--- src/rtl/sio_err_pkg.sv ---
package sio_err_pkg;
  localparam int NERR   = 4;
  localparam int IDX_TE = 0;
  localparam int IDX_RE = 1;
  localparam int IDX_PE = 2;
  localparam int IDX_BE = 3;
  // flags that count only while the port is a slave
  localparam logic [NERR-1:0] SLAVE_ONLY = (NERR'(1) << IDX_TE) | (NERR'(1) << IDX_BE);
endpackage

--- src/rtl/sio_rxbuf.sv ---
module sio_rxbuf #(
  parameter int W = 8
) (
  input  logic         clk,
  input  logic         rst,
  input  logic         frame_done_i,
  input  logic [W-1:0] rx_word_i,
  input  logic         rb_rd_i,
  output logic [W-1:0] rb_data_o,
  output logic         rb_full_o,
  output logic         ovr_o
);
  logic [W-1:0] word_q;
  logic         full_q;

  // overrun: new frame lands on an unread word
  assign ovr_o = frame_done_i & full_q & ~rb_rd_i;

  // data register without reset so it maps to plain fabric or RAM
  always_ff @(posedge clk) begin
    if (frame_done_i) word_q <= rx_word_i;
  end

  always_ff @(posedge clk) begin
    if (rst)               full_q <= 1'b0;
    else if (frame_done_i) full_q <= 1'b1;
    else if (rb_rd_i)      full_q <= 1'b0;
  end

  assign rb_data_o = word_q;
  assign rb_full_o = full_q;
endmodule

--- src/rtl/sio_phase_det.sv ---
module sio_phase_det #(
  parameter int WIN = 2
) (
  input  logic clk,
  input  logic rst,
  input  logic din_i,
  input  logic samp_edge_i,
  output logic hit_o
);
  localparam int CW = $clog2(WIN + 2);
  localparam logic [CW-1:0] FAR  = CW'(WIN + 1);
  localparam logic [CW-1:0] WLIM = CW'(WIN);
  localparam logic [CW-1:0] ONE  = CW'(1);

  logic          din_q;
  logic          chg;
  logic [CW-1:0] since_chg, since_edge, d_chg;
  logic          hit_a, hit_b;

  assign chg   = din_i ^ din_q;
  assign d_chg = chg ? '0 : since_chg;
  // edge now, change at most WIN cycles ago (or now)
  assign hit_a = samp_edge_i & (d_chg <= WLIM);
  // change now, edge at most WIN cycles ago
  assign hit_b = chg & (since_edge <= WLIM);

  always_ff @(posedge clk) begin
    if (rst) begin
      din_q      <= 1'b0;
      since_chg  <= FAR;
      since_edge <= FAR;
      hit_o      <= 1'b0;
    end else begin
      din_q <= din_i;
      if (chg)                  since_chg <= ONE;
      else if (since_chg != FAR) since_chg <= since_chg + ONE;
      if (samp_edge_i)           since_edge <= ONE;
      else if (since_edge != FAR) since_edge <= since_edge + ONE;
      hit_o <= hit_a | hit_b;
    end
  end
endmodule

--- src/rtl/sio_err_flags.sv ---
module sio_err_flags #(
  parameter int N = 4
) (
  input  logic         clk,
  input  logic         rst,
  input  logic [N-1:0] set_i,
  input  logic         clr_we_i,
  input  logic [N-1:0] clr_data_i,
  input  logic [N-1:0] en_i,
  output logic [N-1:0] flags_o,
  output logic         irq_o
);
  logic [N-1:0] flag_q;

  for (genvar i = 0; i < N; i++) begin : g_flag
    always_ff @(posedge clk) begin
      if (rst)                             flag_q[i] <= 1'b0;
      else if (set_i[i])                   flag_q[i] <= 1'b1;
      else if (clr_we_i && clr_data_i[i])  flag_q[i] <= 1'b0;
    end
  end

  always_ff @(posedge clk) begin
    if (rst) irq_o <= 1'b0;
    else     irq_o <= |(flag_q & en_i);
  end

  assign flags_o = flag_q;
endmodule

--- src/rtl/sio_err_ctl.sv ---
module sio_err_ctl #(
  parameter int W   = 8,
  parameter int WIN = 2
) (
  input  logic         clk,
  input  logic         rst,
  input  logic         master_i,
  input  logic [3:0]   err_en_i,
  input  logic         frame_done_i,
  input  logic [W-1:0] rx_word_i,
  input  logic         rb_rd_i,
  output logic [W-1:0] rb_data_o,
  output logic         rb_full_o,
  input  logic         tx_under_i,
  input  logic         baud_dev_i,
  input  logic         din_i,
  input  logic         samp_edge_i,
  input  logic         clr_we_i,
  input  logic [3:0]   clr_data_i,
  output logic [3:0]   flags_o,
  output logic         eirq_o
);
  import sio_err_pkg::*;

  logic            ovr, ph_hit;
  logic [NERR-1:0] raw_ev, mode_mask, set_ev;

  sio_rxbuf #(.W(W)) u_rxbuf (
    .clk(clk), .rst(rst), .frame_done_i(frame_done_i), .rx_word_i(rx_word_i),
    .rb_rd_i(rb_rd_i), .rb_data_o(rb_data_o), .rb_full_o(rb_full_o), .ovr_o(ovr)
  );

  sio_phase_det #(.WIN(WIN)) u_phase (
    .clk(clk), .rst(rst), .din_i(din_i), .samp_edge_i(samp_edge_i), .hit_o(ph_hit)
  );

  always_comb begin
    raw_ev         = '0;
    raw_ev[IDX_TE] = tx_under_i;
    raw_ev[IDX_RE] = ovr;
    raw_ev[IDX_PE] = ph_hit;
    raw_ev[IDX_BE] = baud_dev_i;
  end

  assign mode_mask = SLAVE_ONLY & {NERR{master_i}};
  assign set_ev    = raw_ev & ~mode_mask;

  sio_err_flags #(.N(NERR)) u_flags (
    .clk(clk), .rst(rst), .set_i(set_ev), .clr_we_i(clr_we_i),
    .clr_data_i(clr_data_i), .en_i(err_en_i), .flags_o(flags_o), .irq_o(eirq_o)
  );
endmodule

--- config.mk ---
export PLATFORM = sky130hd
export DESIGN_NAME = sio_err_ctl
export DESIGN_NICKNAME = d
export VERILOG_FILES = /design/src/rtl/sio_err_pkg.sv /design/src/rtl/sio_rxbuf.sv /design/src/rtl/sio_phase_det.sv /design/src/rtl/sio_err_flags.sv /design/src/rtl/sio_err_ctl.sv
export SDC_FILE = /design/constraint.sdc
export NUM_CORES = 1
export LEC_CHECK = 0
export ABC_AREA = 1
export BUFFER_PORTS_ARGS = -buffer_cell sky130_fd_sc_hd__buf_2
export CAP_MARGIN = 10
export CORE_AREA = 2 2 48 50
export DETAILED_ROUTE_END_ITERATION = 8
export DIE_AREA = 0 0 50 52
export MAX_ROUTING_LAYER = met4
export PLACE_DENSITY = 0.8
export SLEW_MARGIN = 25
export SYNTH_ARGS = -nofsm -noshare
export SYNTH_HDL_FRONTEND = slang
export SYNTH_SLANG_ARGS = --single-unit
--- constraint.sdc ---
create_clock -name clk -period 0.9 [get_ports clk]
set_input_delay 0.045 -clock clk [delete_from_list [all_inputs] [get_ports clk]]
set_output_delay 0.045 -clock clk [all_outputs]
set_load 0.02 [all_outputs]
### After elaboration in Yosys (flattened, before gate mapping)

Cells that the tools add are included.

| cells by class | value |
|---|---|
| equality and inequality tests | 2 |
| muxes and demuxes | 15 |
| reductions and logical operators | 14 |
| $add $sub $neg | 2 |
| $lt $le $gt $ge | 2 |
| bitwise gates (word level) | 10 |

Operator list:

| kind | number |
|---|---|
| $reduce_bool 2->1 | 7 |
| $mux 1 | 10 |
| $mux 2 | 5 |
| $and 4x4->4 | 2 |
| $add 2x1->2 const B | 2 |
| $and 1x1->1 | 4 |
| $le 2x2->1 const B | 2 |
| $logic_and 1x1->1 | 4 |
| $ne 2x2->1 const B | 2 |
| $not 4->4 | 1 |
| $reduce_or 2->1 | 2 |
| $reduce_or 4->1 | 1 |
| $not 1->1 | 1 |
| $or 1x1->1 | 1 |
| $xor 1x1->1 | 1 |

| storage, ports and cells | value |
|---|---|
| word-level logic and storage cells | 58 |
| bits in registers | 20 |
| output and inout port bits | 14 |
| bits of input ports | 26 |

### Logic depth before layout (Yosys ltp)

| depth | value |
|---|---|
| word-level depth | 5 |
| depth in mapped cells | 5 |
| mapped depth without buffers | 5 |

### Hierarchy

A second synthesis with hierarchy kept.

| second synthesis, totals | value |
|---|---|
| cells, all modules | 79 |
| area total of the unflattened synthesis | 765.7 um^2 |

Modules (own cells, without submodules):

| module | cells each | seq. area each (um^2) | area each (um^2) | times used |
|---|---|---|---|---|
| sio_rxbuf | 14 | 260.2 | 286.5 | 1 |
| sio_phase_det | 36 | 120.1 | 284.0 | 1 |
| sio_err_flags | 25 | 100.1 | 180.2 | 1 |
| sio_err_ctl | 4 | 0.0 | 15.0 | 1 |

### Worst setup path after synthesis

OpenSTA, ideal clock, no wires.

| timing | value |
|---|---|
| kind | register to register |
| from | reg u_phase.since_chg[0] |
| to | reg u_phase.since_chg[1] |
| stages on the path, launching flop included | 6 |
| setup time | 0.112 ns |
| arrival | 0.766 ns |
| path buffers | 0 |
| slack | 0.022 ns |
| data required time | 0.788 ns |
| clock period less this slack | 0.878 ns |
| cell sequence | dfxtp_1 ha_1 inv_1 o21ai_1 nand2_1 nand2_1 |

| between the ends | value |
|---|---|
| longest elaborated chain between the ends | 3 |
| elaborated cells between the ends (all ways) | 5 |
| those cells by class | 1 x add/sub; 1 x eq/ne; 2 x mux; 1 x reduce/logical |

RTL lines:

| item | RTL line | text |
|---|---|---|
| from (decl) | sio_phase_det.sv:17 | `logic [CW-1:0] since_chg, since_edge, d_chg;` |
| from (signal assigned) | sio_phase_det.sv:36 | `else if (since_chg != FAR) since_chg <= since_chg + ONE;` |
| $add 2x1->2 | sio_phase_det.sv:36 |  |
| $mux 2 | sio_phase_det.sv:36 |  |
| $mux 2 | sio_phase_det.sv:35 | `if (chg) since_chg <= ONE;` |

Several ways; a longest one is shown, not always the timed one. The select of a mux whose other input is x is not followed.
A chain may end at the register's enable or synchronous reset.

### Worst setup path after layout

| timing | value |
|---|---|
| from | reg u_rxbuf.word_q[3], in the netlist u_rxbuf.rb_data_o[3] |
| to | out rb_data_o[3] |

RTL lines:

| item | RTL line | text |
|---|---|---|
| from (decl) | sio_rxbuf.sv:13 | `logic [W-1:0] word_q;` |
| from (signal assigned) | sio_rxbuf.sv:21 | `if (frame_done_i) word_q <= rx_word_i;` |
| to (decl) | sio_err_ctl.sv:12 | `output logic [W-1:0] rb_data_o,` |

No word-level cell between the ends.

==> out/qor.csv <==
stage,metric,value,unit
run_status,status,"finished, violations left",
run_status,failed_checks,setup timing,
grt,antenna_found_initial,0,
placement,dpl-instance-area,993,um2
setup_path,reg2regPathDepth,5,
grt,grt.total_usage,0.150,
synthesis,synth-seq-cells,20,
setup_path,worst_path_dominant_cell_family,flip-flops,
power_and_ir_drop,leakage,0.579,nW
finish,drive_gt1_frac,0.448,
synthesis,yosys.area_share.simple,0.196,
grt,grt_pass1_vias,682,
synthesis,synth.area.top_cells,"dfxtp_1 (31%), edfxtp_1 (31%), nand2_1 (11%)",
drt,wl_met1,724,um
drt,dr_wl_met2,1.15,mm
floorplanning,die_h,52,um
clock_network,cts_tree,built,
setup_path,cp_max_fo,1,
finish,area_growth,61.7,%
timing,rsz0062_at_grt,true,
setup_path,cp.required,0.85,ns
synthesis,synth_edf_count,8,
drt,drt_iter0_markers,13,
synthesis,ys_dominant_reg_cell,dfxtp_1,
placement,pre_cts_ws,-0.0482,ns
placement,gp_congestion,0.579,
drt,met3_length,111,um
synthesis,synth-compound-area-share,0.0506,
setup_path,crit_path_cell_trace,buf_2,
synthesis,synth_mux_area_frac,0,
timing,finClkSkew,0.00633,ns
drt,vias,724,
placement,placedCellCount,143,
synthesis,yosys.area.top_type_share,0.313,
setup_path,worst-path-stages,1,
timing,tightest_slew,0.214,ns
placement,io_buffers,39,
finish,design_area,0.00124,mm2
clock_network,insertion_delay,0.30,ns
synthesis,syn_area_per_cell,10.1,um2
setup_path,cp_slowest_stage_delay,0.40,ns
setup_path,startpoint_type,flip-flop,
drt,ant_nets,0,
timing,setup-violations-final,4,
setup_path,crit_end,rb_data_o[3],
power_and_ir_drop,power,0.00193,W
setup_path,r2r-end,u_phase.since_chg[1]$_SDFFE_PP1P_,
synthesis,syn_inst,76,
floorplanning,initial_core_util,0.364,
drt,highest_layer,met4,
placement,dp_hpwl,1.20,mm
setup_path,cp-startpoint,u_rxbuf.rb_data_o[3]$_DFFE_PP_,
drt,wire_per_inst,12.6,um
clock_network,numCtsBuffers,3,
timing,slew_violations,0,
floorplanning,fp.coreArea,0.00211,mm2
finish,n_antenna_cell,0,
floorplanning,die_area,0.00260,mm2
grt,grt_overflow,0,
power_and_ir_drop,ir_worst_vdd,0.689,mV
synthesis,synth_top_area_cell,dfxtp_1,
clock_network,cts.clk_slew.worst_paths,0.10,ns
setup_path,slowest_stage,edfxtp_1,
synthesis,synth_top_family_by_area,simple AND/OR/NAND/NOR gates,
drt,routed_via_density,4.47,
drt,first_pass_iters,4,
run,maxCapViolCount,0,
synthesis,synth_async_sr_flop_share,0,
drt,drc,0,
timing,relSlewSlack,0.857,
setup_path,cp_num_buf_inv,1,
finish,fin_nets,164,
synthesis,synth.cell_area,767,um2
setup_path,worstSetupPathType,reg2out,
setup_path,r2r-start,u_phase.since_chg[1]$_SDFFE_PP1P_,
synthesis,yosysSeqAreaShare,0.626,
floorplanning,num_io_pins,40,
timing,setup_ws,-0.0163,ns
synthesis,synth_xor_area_frac,0.0228,
timing,final-hold-violation-count,0,
synthesis,synth_fp_nets,105,
floorplanning,rows,17,
synthesis,synth_common_cells,"nand2_1 (23), dfxtp_1 (12), edfxtp_1 (8)",
clock_network,cts_root_buffer,clkbuf_4,
synthesis,synth_cell_types,16,
synthesis,synth_fa_ha_area_frac,0.0489,
clock_network,cts.sinks,20,
worst_hold_path,hold_path_startpoint,rb_rd_i,
clock_network,clockBufferDepth,2,
synthesis,synth.most_common_cell,nand2_1,
setup_path,r2r_slack,-0.01,ns
worst_hold_path,holdPathStages,4,
setup_path,end_kind,output port,
grt,grt_pass1_wl,2.67,mm
floorplanning,die_x,50,um
clock_network,h-tree-depth,1,
finish,fin_cells,162,
setup_path,arrival,0.87,ns
timing,holdWs,0.00509,ns
timing,fin_crit,0.916,ns
synthesis,yosys_warnings,0,
timing,fin_crit_sh,1.02,
power_and_ir_drop,power.density,1560,mW/mm2
worst_hold_path,holdCritPathClass,in2reg,
timing,fmax,1.09,GHz
drt,wl,2.04,mm
grt,grt_max_degree,12,
==> flip-flops by register name, indices dropped and copies added (netlist names) <==
name,count
u_rxbuf.rb_full_o,1
u_phase.since_chg,2
u_rxbuf.rb_data_o,8
u_phase.since_edge,2
u_phase.hit_o,1
u_flags.flags_o,4
u_phase.din_q,1
u_flags.irq_o,1
==> where the power goes <==
group          switching (W)  leakage (nW)  internal [W]
Sequential         0.0000468         0.177       0.00102
Combinational       0.000212         0.386      0.000228
Clock               0.000259        0.0154      0.000162
==> how the worst min path moves through the flow <==
stage                                                 end  slack [ns]
after floorplan            u_rxbuf.rb_data_o[0]$_DFFE_PP_        0.14
after global placement     u_rxbuf.rb_data_o[1]$_DFFE_PP_        0.22
after detailed placement   u_rxbuf.rb_data_o[1]$_DFFE_PP_        0.22
after CTS                 u_flags.flags_o[0]$_SDFFE_PP0P_       0.004
after global routing      u_flags.flags_o[1]$_SDFFE_PP0P_        0.02
final                     u_flags.flags_o[1]$_SDFFE_PP0P_       0.005
==> placed cells by master (no fill, tap or decap) <==
cell	n
buf_2	31
nand2_1	23
dlygate4sd3_1	13
edfxtp_1	8
buf_4	7
dfxtp_1	6
dfxtp_2	6
nand3_1	5
a21oi_1	5
nor2_1	5
inv_1	4
buf_6	4
clkbuf_4	3
inv_2	2
nand2_2	2
ha_4	2
xor2_1	1
clkinv_4	1
nand3b_1	1
xor2_2	1
o21ai_1	1
a21oi_2	1
ha_1	1
clkinv_1	1
==> routing by layer <==
metal  track usage  up-vias
met1         0.111      326
li1              -      360
met2         0.307       34
met4         0.111        0
met3        0.0287        4
met5             -        -
==> kinds of logic (layout without fill, tap and decap cells) <==
group / count (synthesis) / after routing
fa+ha+maj: 3 / 3
simple gates: 36 / 36
buf+inv: 8 / 66
xor+xnor: 2 / 2
flops: 20 / 20
compound gates: 7 / 7
==> final cells by class <==
class                           count  area [um2]
Tap cell                           28        35.0
Timing Repair Buffer               55         383
Sequential cell                    20         488
Clock buffer                        3        22.5
Clock inverter                      1        3.75
Multi-Input combinational cell     48         277
Fill cell                         149         866
Inverter                            7        31.3
==> metrics by stage <==
step | setup TNS [ns] | utilization
5_1_grt | -0.242 | 0.589
3_5_place_dp | -0.0896 | 0.472
2_1_floorplan | 0 | -
3_3_place_gp | 0 | 0.472
4_1_cts | -0.0325 | 0.563
6_report | -0.0453 | 0.589
==> repair_timing <==
action / in CTS / in global routing
pin swaps: 4 / 5
setup buffers: 2 / 0
gates resized for setup: 8 / 16
endpoints found under the hold margin: 13 / 0
setup endpoints to repair: 5 / 16
hold buffers: 13 / 0
(Power assumes the default switching activity.)
